===== config.mk =====
export PLATFORM = sky130hd
export DESIGN_NAME = pwr_mode_seq
export DESIGN_NICKNAME = d
export VERILOG_FILES = /design/src/rtl/pms_pkg.sv /design/src/rtl/pms_rst_sync.sv /design/src/rtl/pms_settle_timer.sv /design/src/rtl/pms_clock_ctrl.sv /design/src/rtl/pms_lp_guard.sv /design/src/rtl/pms_mode_ctrl.sv /design/src/rtl/pwr_mode_seq.sv
export SDC_FILE = /design/constraint.sdc
export NUM_CORES = 1
export LEC_CHECK = 0
export BUFFER_PORTS_ARGS = -buffer_cell sky130_fd_sc_hd__buf_4
export CORE_MARGIN = 1.5
export CORE_UTILIZATION = 50
export DETAILED_ROUTE_END_ITERATION = 6
export GPL_TIMING_DRIVEN = 0
export PLACE_DENSITY_LB_ADDON = 0.2
export RECOVER_POWER = 50
export SLEW_MARGIN = 10
export SYNTH_ARGS = -nofsm -noshare
export SYNTH_HDL_FRONTEND = slang
export SYNTH_SLANG_ARGS = --single-unit

===== constraint.sdc =====
create_clock -name clk -period 1.24 [get_ports clk]
set_input_delay 0.062 -clock clk [delete_from_list [all_inputs] [get_ports clk]]
set_output_delay 0.062 -clock clk [all_outputs]
set_load 0.005 [all_outputs]

===== src/rtl/pms_pkg.sv =====
package pms_pkg;
  typedef enum logic [1:0] {
    SEL_CLOCK  = 2'd0,
    SEL_LPEN   = 2'd1,
    SEL_MODE   = 2'd2,
    SEL_SETTLE = 2'd3
  } pms_sel_e;

  localparam int BIT_OSC  = 0;
  localparam int BIT_HS   = 1;
  localparam int BIT_LP   = 0;
  localparam int BIT_VCLR = 7;
  localparam int BIT_WAIT = 0;
  localparam int BIT_STOP = 1;
endpackage


===== src/rtl/pms_rst_sync.sv =====
module pms_rst_sync #(
  parameter int STAGES = 2
) (
  input  logic clk,
  input  logic rst_n,
  output logic rst_n_sync
);
  logic [STAGES-1:0] chain_q;

  always_ff @(posedge clk or negedge rst_n) begin
    if (!rst_n) chain_q <= '0;
    else        chain_q <= {chain_q[STAGES-2:0], 1'b1};
  end

  assign rst_n_sync = chain_q[STAGES-1];
endmodule


===== src/rtl/pms_settle_timer.sv =====
module pms_settle_timer #(
  parameter int CNT_W = 8
) (
  input  logic             clk,
  input  logic             rst_n,
  input  logic             osc_start,
  input  logic             osc_on,
  input  logic [CNT_W-1:0] load_val,
  output logic             stable
);
  logic [CNT_W-1:0] cnt_q, cnt_d;
  logic             cnt_en;

  always_comb begin
    cnt_en = osc_start || (osc_on && (cnt_q != '0));
    cnt_d  = osc_start ? load_val : cnt_q - 1'b1;
  end

  always_ff @(posedge clk or negedge rst_n) begin
    if (!rst_n)      cnt_q <= '0;
    else if (cnt_en) cnt_q <= cnt_d;
  end

  assign stable = osc_on && (cnt_q == '0);
endmodule


===== src/rtl/pms_clock_ctrl.sv =====
module pms_clock_ctrl (
  input  logic clk,
  input  logic rst_n,
  input  logic wr_clk,
  input  logic req_osc,
  input  logic req_hs,
  input  logic lp_en,
  input  logic stable,
  output logic osc_en,
  output logic clk_hs,
  output logic osc_start,
  output logic viol
);
  logic osc_q, osc_d, hs_q, hs_d;
  logic osc_on_try, osc_off_try, hs_on_try, hs_off_try;
  logic osc_on_bad, osc_off_bad, hs_on_bad;

  always_comb begin
    osc_on_try  = wr_clk &&  req_osc && !osc_q;
    osc_off_try = wr_clk && !req_osc &&  osc_q;
    hs_on_try   = wr_clk &&  req_hs  && !hs_q;
    hs_off_try  = wr_clk && !req_hs  &&  hs_q;

    osc_on_bad  = osc_on_try  && lp_en;
    osc_off_bad = osc_off_try && hs_q;
    hs_on_bad   = hs_on_try   && !stable;

    osc_d = osc_q;
    if (osc_on_try  && !osc_on_bad)  osc_d = 1'b1;
    if (osc_off_try && !osc_off_bad) osc_d = 1'b0;

    hs_d = hs_q;
    if (hs_on_try && !hs_on_bad) hs_d = 1'b1;
    if (hs_off_try)              hs_d = 1'b0;

    osc_start = osc_on_try && !osc_on_bad;
    viol      = osc_on_bad || osc_off_bad || hs_on_bad;
  end

  always_ff @(posedge clk or negedge rst_n) begin
    if (!rst_n) begin
      osc_q <= 1'b0;
      hs_q  <= 1'b0;
    end else if (wr_clk) begin
      osc_q <= osc_d;
      hs_q  <= hs_d;
    end
  end

  assign osc_en = osc_q;
  assign clk_hs = hs_q;
endmodule


===== src/rtl/pms_lp_guard.sv =====
module pms_lp_guard (
  input  logic clk,
  input  logic rst_n,
  input  logic wr_lp,
  input  logic lp_val,
  input  logic osc_en,
  input  logic clk_hs,
  input  logic wake_clr,
  output logic lp_en,
  output logic viol
);
  logic lp_q, lp_d;
  logic prev_wr_q, prev_val_q, prev_val_d;
  logic flip_bad, set_bad, accept;

  always_comb begin
    flip_bad   = wr_lp && prev_wr_q && (lp_val != prev_val_q);
    set_bad    = wr_lp && !flip_bad && lp_val && (osc_en || clk_hs);
    accept     = wr_lp && !flip_bad && !set_bad;
    lp_d       = wake_clr ? 1'b0 : (accept ? lp_val : lp_q);
    prev_val_d = wr_lp ? lp_val : prev_val_q;
    viol       = flip_bad || set_bad;
  end

  always_ff @(posedge clk or negedge rst_n) begin
    if (!rst_n) begin
      lp_q       <= 1'b0;
      prev_wr_q  <= 1'b0;
      prev_val_q <= 1'b0;
    end else begin
      lp_q       <= lp_d;
      prev_wr_q  <= wr_lp;
      prev_val_q <= prev_val_d;
    end
  end

  assign lp_en = lp_q;
endmodule


===== src/rtl/pms_mode_ctrl.sv =====
module pms_mode_ctrl (
  input  logic clk,
  input  logic rst_n,
  input  logic wr_mode,
  input  logic req_wait,
  input  logic req_stop,
  input  logic lp_en,
  input  logic wake,
  output logic wait_act,
  output logic stop_act,
  output logic wake_clr_lp,
  output logic viol
);
  logic wait_q, wait_d, stop_q, stop_d;
  logic wait_ok, wait_bad, stop_ok, stop_bad;

  always_comb begin
    wait_ok  = wr_mode && req_wait &&  lp_en;
    wait_bad = wr_mode && req_wait && !lp_en;
    stop_ok  = wr_mode && req_stop && !lp_en;
    stop_bad = wr_mode && req_stop &&  lp_en;

    wait_d = wait_q;
    if (wait_ok)       wait_d = 1'b1;
    if (wake && wait_q) wait_d = 1'b0;

    stop_d = stop_q;
    if (stop_ok)        stop_d = 1'b1;
    if (wake && stop_q) stop_d = 1'b0;

    wake_clr_lp = wake && wait_q;
    viol        = wait_bad || stop_bad;
  end

  always_ff @(posedge clk or negedge rst_n) begin
    if (!rst_n) begin
      wait_q <= 1'b0;
      stop_q <= 1'b0;
    end else begin
      wait_q <= wait_d;
      stop_q <= stop_d;
    end
  end

  assign wait_act = wait_q;
  assign stop_act = stop_q;
endmodule


===== src/rtl/pwr_mode_seq.sv =====
module pwr_mode_seq #(
  parameter int DATA_W     = 8,
  parameter int CNT_W      = 8,
  parameter int SETTLE_RST = 3
) (
  input  logic              clk,
  input  logic              rst_n,
  input  logic              wr_en,
  input  logic [1:0]        wr_sel,
  input  logic [DATA_W-1:0] wr_data,
  input  logic              wake,
  output logic              clk_sel_hs,
  output logic              hs_osc_en,
  output logic              osc_stable,
  output logic              lp_en,
  output logic              wait_active,
  output logic              stop_active,
  output logic              violation
);
  import pms_pkg::*;

  localparam logic [CNT_W-1:0] SETTLE_INIT = CNT_W'(SETTLE_RST);

  logic rst_n_i;
  logic halted, wr_go;
  logic wr_clk, wr_lp, wr_mode, wr_settle;
  logic osc_start, wake_clr_lp;
  logic viol_clk, viol_lp, viol_mode, viol_any, viol_clr;
  logic viol_q, viol_d;
  logic [CNT_W-1:0] settle_q;
  pms_sel_e sel;

  pms_rst_sync #(.STAGES(2)) u_rst (
    .clk(clk), .rst_n(rst_n), .rst_n_sync(rst_n_i)
  );

  always_comb begin
    sel       = pms_sel_e'(wr_sel);
    halted    = wait_active || stop_active;
    wr_go     = wr_en && !halted;
    wr_clk    = wr_go && (sel == SEL_CLOCK);
    wr_lp     = wr_go && (sel == SEL_LPEN);
    wr_mode   = wr_go && (sel == SEL_MODE);
    wr_settle = wr_go && (sel == SEL_SETTLE);
    viol_any  = viol_clk || viol_lp || viol_mode;
    viol_clr  = wr_lp && wr_data[BIT_VCLR];
    viol_d    = viol_any ? 1'b1 : (viol_clr ? 1'b0 : viol_q);
  end

  always_ff @(posedge clk or negedge rst_n_i) begin
    if (!rst_n_i)       settle_q <= SETTLE_INIT;
    else if (wr_settle) settle_q <= wr_data[CNT_W-1:0];
  end

  always_ff @(posedge clk or negedge rst_n_i) begin
    if (!rst_n_i) viol_q <= 1'b0;
    else          viol_q <= viol_d;
  end

  pms_clock_ctrl u_clk (
    .clk(clk), .rst_n(rst_n_i), .wr_clk(wr_clk),
    .req_osc(wr_data[BIT_OSC]), .req_hs(wr_data[BIT_HS]),
    .lp_en(lp_en), .stable(osc_stable),
    .osc_en(hs_osc_en), .clk_hs(clk_sel_hs),
    .osc_start(osc_start), .viol(viol_clk)
  );

  pms_settle_timer #(.CNT_W(CNT_W)) u_settle (
    .clk(clk), .rst_n(rst_n_i), .osc_start(osc_start),
    .osc_on(hs_osc_en), .load_val(settle_q), .stable(osc_stable)
  );

  pms_lp_guard u_lp (
    .clk(clk), .rst_n(rst_n_i), .wr_lp(wr_lp), .lp_val(wr_data[BIT_LP]),
    .osc_en(hs_osc_en), .clk_hs(clk_sel_hs), .wake_clr(wake_clr_lp),
    .lp_en(lp_en), .viol(viol_lp)
  );

  pms_mode_ctrl u_mode (
    .clk(clk), .rst_n(rst_n_i), .wr_mode(wr_mode),
    .req_wait(wr_data[BIT_WAIT]), .req_stop(wr_data[BIT_STOP]),
    .lp_en(lp_en), .wake(wake),
    .wait_act(wait_active), .stop_act(stop_active),
    .wake_clr_lp(wake_clr_lp), .viol(viol_mode)
  );

  assign violation = viol_q;
endmodule


==> out/qor.txt <==
Buffers & Inverters on Critical Path -> 0
Power share of the clock group -> 17.2%
CTS sink cnt -> 26
Cts bufs inserted -> 3
Tmin final -> 1940 ps
PnR worst setup slack -> -699.5 ps
Post-Route Skew -> 5.021 ps
Largest net degree at the start of global routing -> 25
Drt wl/cell -> 17.08 microns
Dpl cells -> 187
Most common cell after layout, fill and taps aside -> buf_4
Slowest-stage cell, CP -> or4_4
# port buffers -> 20
Vias in the first global route -> 1234
Syn Area/Cell -> 9.982 sq um
Status -> complete, but fails checks
Worst-margin pin slew -> 566.3 ps
Final setup viols -> 25
Die height -> 55.30 microns
Crit end category -> register
Sequential power share -> 51.6%
Setup WS pre-CTS -> -732.5 ps
YS warnings -> 0
Switching power -> 0.9156 mW
Num ports -> 21
Max_slew headroom -> 61.96%
Starting Density -> 54.22%
Worst Setup SP -> u_mode.wait_act
Worst hold path class -> primary input to register
Critical path class -> register to register
CP Launch Type -> register
Post-synthesis net count -> 153
Nets@finish -> 196
Placed cell areas -> 0.001573 sq mm
Post-synthesis mux area share -> 5.764%
Largest family of logic cells by synthesized area -> simple AND/OR/NAND/NOR gates
Combinational Power Share -> 31.2%
Final Non-Filler Cells -> 209
GRT Total Usage -> 23.06%
Initial antenna violation count -> 0
1st-pass router iterations -> 4
Max cap viols -> 0
CTS tree -> built
Cell row count -> 18
RSZ-0062 raised after global routing -> yes
Syn Inst Count -> 137
Commonest non-fill, non-tap cells in the layout -> 25 x buf_4, 21 x dfrtp_1, 13 x nor3_1
Clk root buf -> clkbuf_4
CP arrival -> 2140 ps
Synth Register Bits -> 26
Register area share after synthesis -> 47.76%
Peak supply drop -> 1.195 mV
Worst path required time -> 1440 ps
Number of synthesized flops with an enable pin -> 0
R2r endpoint -> u_settle.cnt_q[7]
Switching part of the total -> 35.65%
Critical path's largest stage delay -> 600 ps
Cell depth of the worst setup path -> 4
Die Wd -> 55.30 microns
Setup TNS -> -10910 ps
DR vias/cell -> 6.043
Syn Std Cell Area -> 0.001368 sq mm
Syn-to-layout area delta -> 36.96%
Final GP Congestion -> 0.8342
Clock Latency Late Sink -> 320 ps
Layout cell share with drive strength beyond 1 -> 40.78%
CP cell instances -> or4b_4 -> or4_4 -> nor2_1 -> a211oi_1
Htree depth -> 1
Via Count -> 1263
Async SR Flop Fraction -> 100.0%
# diodes -> 0
Post-synthesis cell type count -> 38
CP Capture Point -> u_settle.cnt_q[7]
Compound-cell area share of the yosys netlist -> 17.11%
Critical Path Fanout Max -> 8
Grt ovf -> 0
Xor and xnor fraction of the mapped netlist area -> 0%
Worst-path clk slew -> 150 ps
Post-synthesis adder-cell area fraction -> 1.830%
R2R Path Start -> u_mode.wait_act
Final number of max-transition violations -> 0
Main synth FF type -> dfrtp_1
Final Hold Vio Count -> 0
Pwr dens -> 1371 mW/mm^2
Fmax -> 515.6 MHz
Overall Power -> 2.568 mW
Layout Cell Area excl Fill -> 0.001873 sq mm
Failing checks -> negative setup slack
First-pass GRT wire length -> 5609 microns
Int Pwr -> 1.653 mW
FF-to-FF setup slack -> -700 ps
Clock tree buffer depth -> 2
DP Wirelength -> 2210 microns
Die ar. -> 0.003058 sq mm
CP delay by family, top -> simple AND/OR/NAND/NOR gates
Simple-Gate Fraction of Synth Area -> 23.06%
DRT iter0 DRCs -> 30
Core ar. -> 0.002522 sq mm
Remaining DRCs -> 0
Number of fill cells -> 166
WL final -> 3570 microns
Tcrit/Tclk final -> 156.4%
Worst Reg-to-Reg Cells -> 4
Pleak -> 0.7969 nW
Antenna viol nets, final -> 0
synthesized netlist by cell type (2+ instances only):
cell type / count / area (sq um)
clkbuf_1: 3 / 11.26
nand3_1: 5 / 25.02
dfstp_2: 2 / 52.55
o32ai_1: 2 / 17.52
a211oi_1: 8 / 60.06
nand4_1: 3 / 18.77
a21oi_1: 2 / 10.01
nand2b_1: 2 / 12.51
nor2_1: 12 / 45.04
o21ai_0: 6 / 30.03
nor4_1: 2 / 12.51
nor3_1: 15 / 75.07
mux2_2: 7 / 78.83
nand2_1: 11 / 41.29
nor4b_1: 2 / 17.52
dfrtp_1: 24 / 600.6
inv_1: 8 / 30.03
ha_1: 2 / 25.02
o21ai_2: 2 / 17.52
how the worst min path moves through the flow:
stage / slack, ps / end / depth (start not counted) / start
floorplan: -230 / u_rst.chain_q[0] / 0 / rst_n
global placement: -160 / u_rst.chain_q[0] / 1 / rst_n
detailed placement: -150 / u_rst.chain_q[0] / 1 / rst_n
CTS: -60 / u_lp.prev_wr_q / 2 / wr_sel[1]
global route: 8 / u_lp.prev_val_q / 2 / wr_data[0]
finish: 20 / u_lp.prev_val_q / 2 / wr_data[0]
final cells by class:
class | count | area (sq um) | area share, %
inverters | 8 | 32.53 | 1.737
repair buffers | 39 | 327.8 | 17.50
well taps | 30 | 37.54 | 2.004
flip-flops and latches | 26 | 656.9 | 35.07
clock buffers | 4 | 36.28 | 1.937
plain buffers | 4 | 16.27 | 0.8684
multi-input cells | 98 | 765.7 | 40.88
per-stage QoR:
step / utilization (%) / hold slack (ps)
after floorplan: - / -233.6
after global placement: 62.35 / -155.6
after detailed placement: 62.35 / -153.8
after CTS: 68.70 / -59.54
after global routing: 74.26 / 7.992
final: 74.26 / 23.66
layer usage:
metal | GRT usage, % | routed length, microns | vias up | share of wire (%)
met5 | 0 | 0 | - | 0
met1 | 28.59 | 1474 | 633 | 41
met3 | 3.044 | 128 | 10 | 3.6
li1 | - | - | 586 | -
met4 | 12.20 | 96 | 0 | 2.7
met2 | 38.95 | 1871 | 34 | 52
what timing repair did:
item,in CTS,in global routing
hold endpoints to repair,12,0
endpoints found under the setup margin,25,47
setup buffers,4,6
resized for setup,8,24
pin swaps,2,4
gates cloned,1,0
hold buffers,8,0
worst reg2reg max path: stages (launching register included):
cell and delay [ps]:
dfrtp_2 440, or4b_4 580, or4_4 600, nor2_1 130
a211oi_1 60
cell families (layout without fill, tap and decap cells):
kind of cell    after synthesis  in the layout
buf+inv                      13             55
other cells                   1              1
flops                        26             26
simple gates                 58             58
fa+ha+maj                     2              2
compound gates               30             30
mux                           7              7
state kept, by name (all words and copies together) (netlist names):
name	count
u_clk.clk_hs	1
u_mode.wait_act	1
u_lp.prev_val_q	1
u_clk.osc_en	1
u_settle.cnt_q	8
u_lp.prev_wr_q	1
u_rst.chain_q	2
u_lp.lp_en	1
violation	1
settle_q	8
u_mode.stop_act	1
power groups by stage:
stage	combinational, mW	clock (mW)	sequential, mW
floorplan	0.521	0	1.27
global placement	0.649	0	1.31
detailed placement	0.686	0	1.32
CTS	0.725	0.441	1.31
global route	0.876	0.485	1.35
finish	0.802	0.442	1.33
No activity file was read; power rests on OpenSTA's default activity.
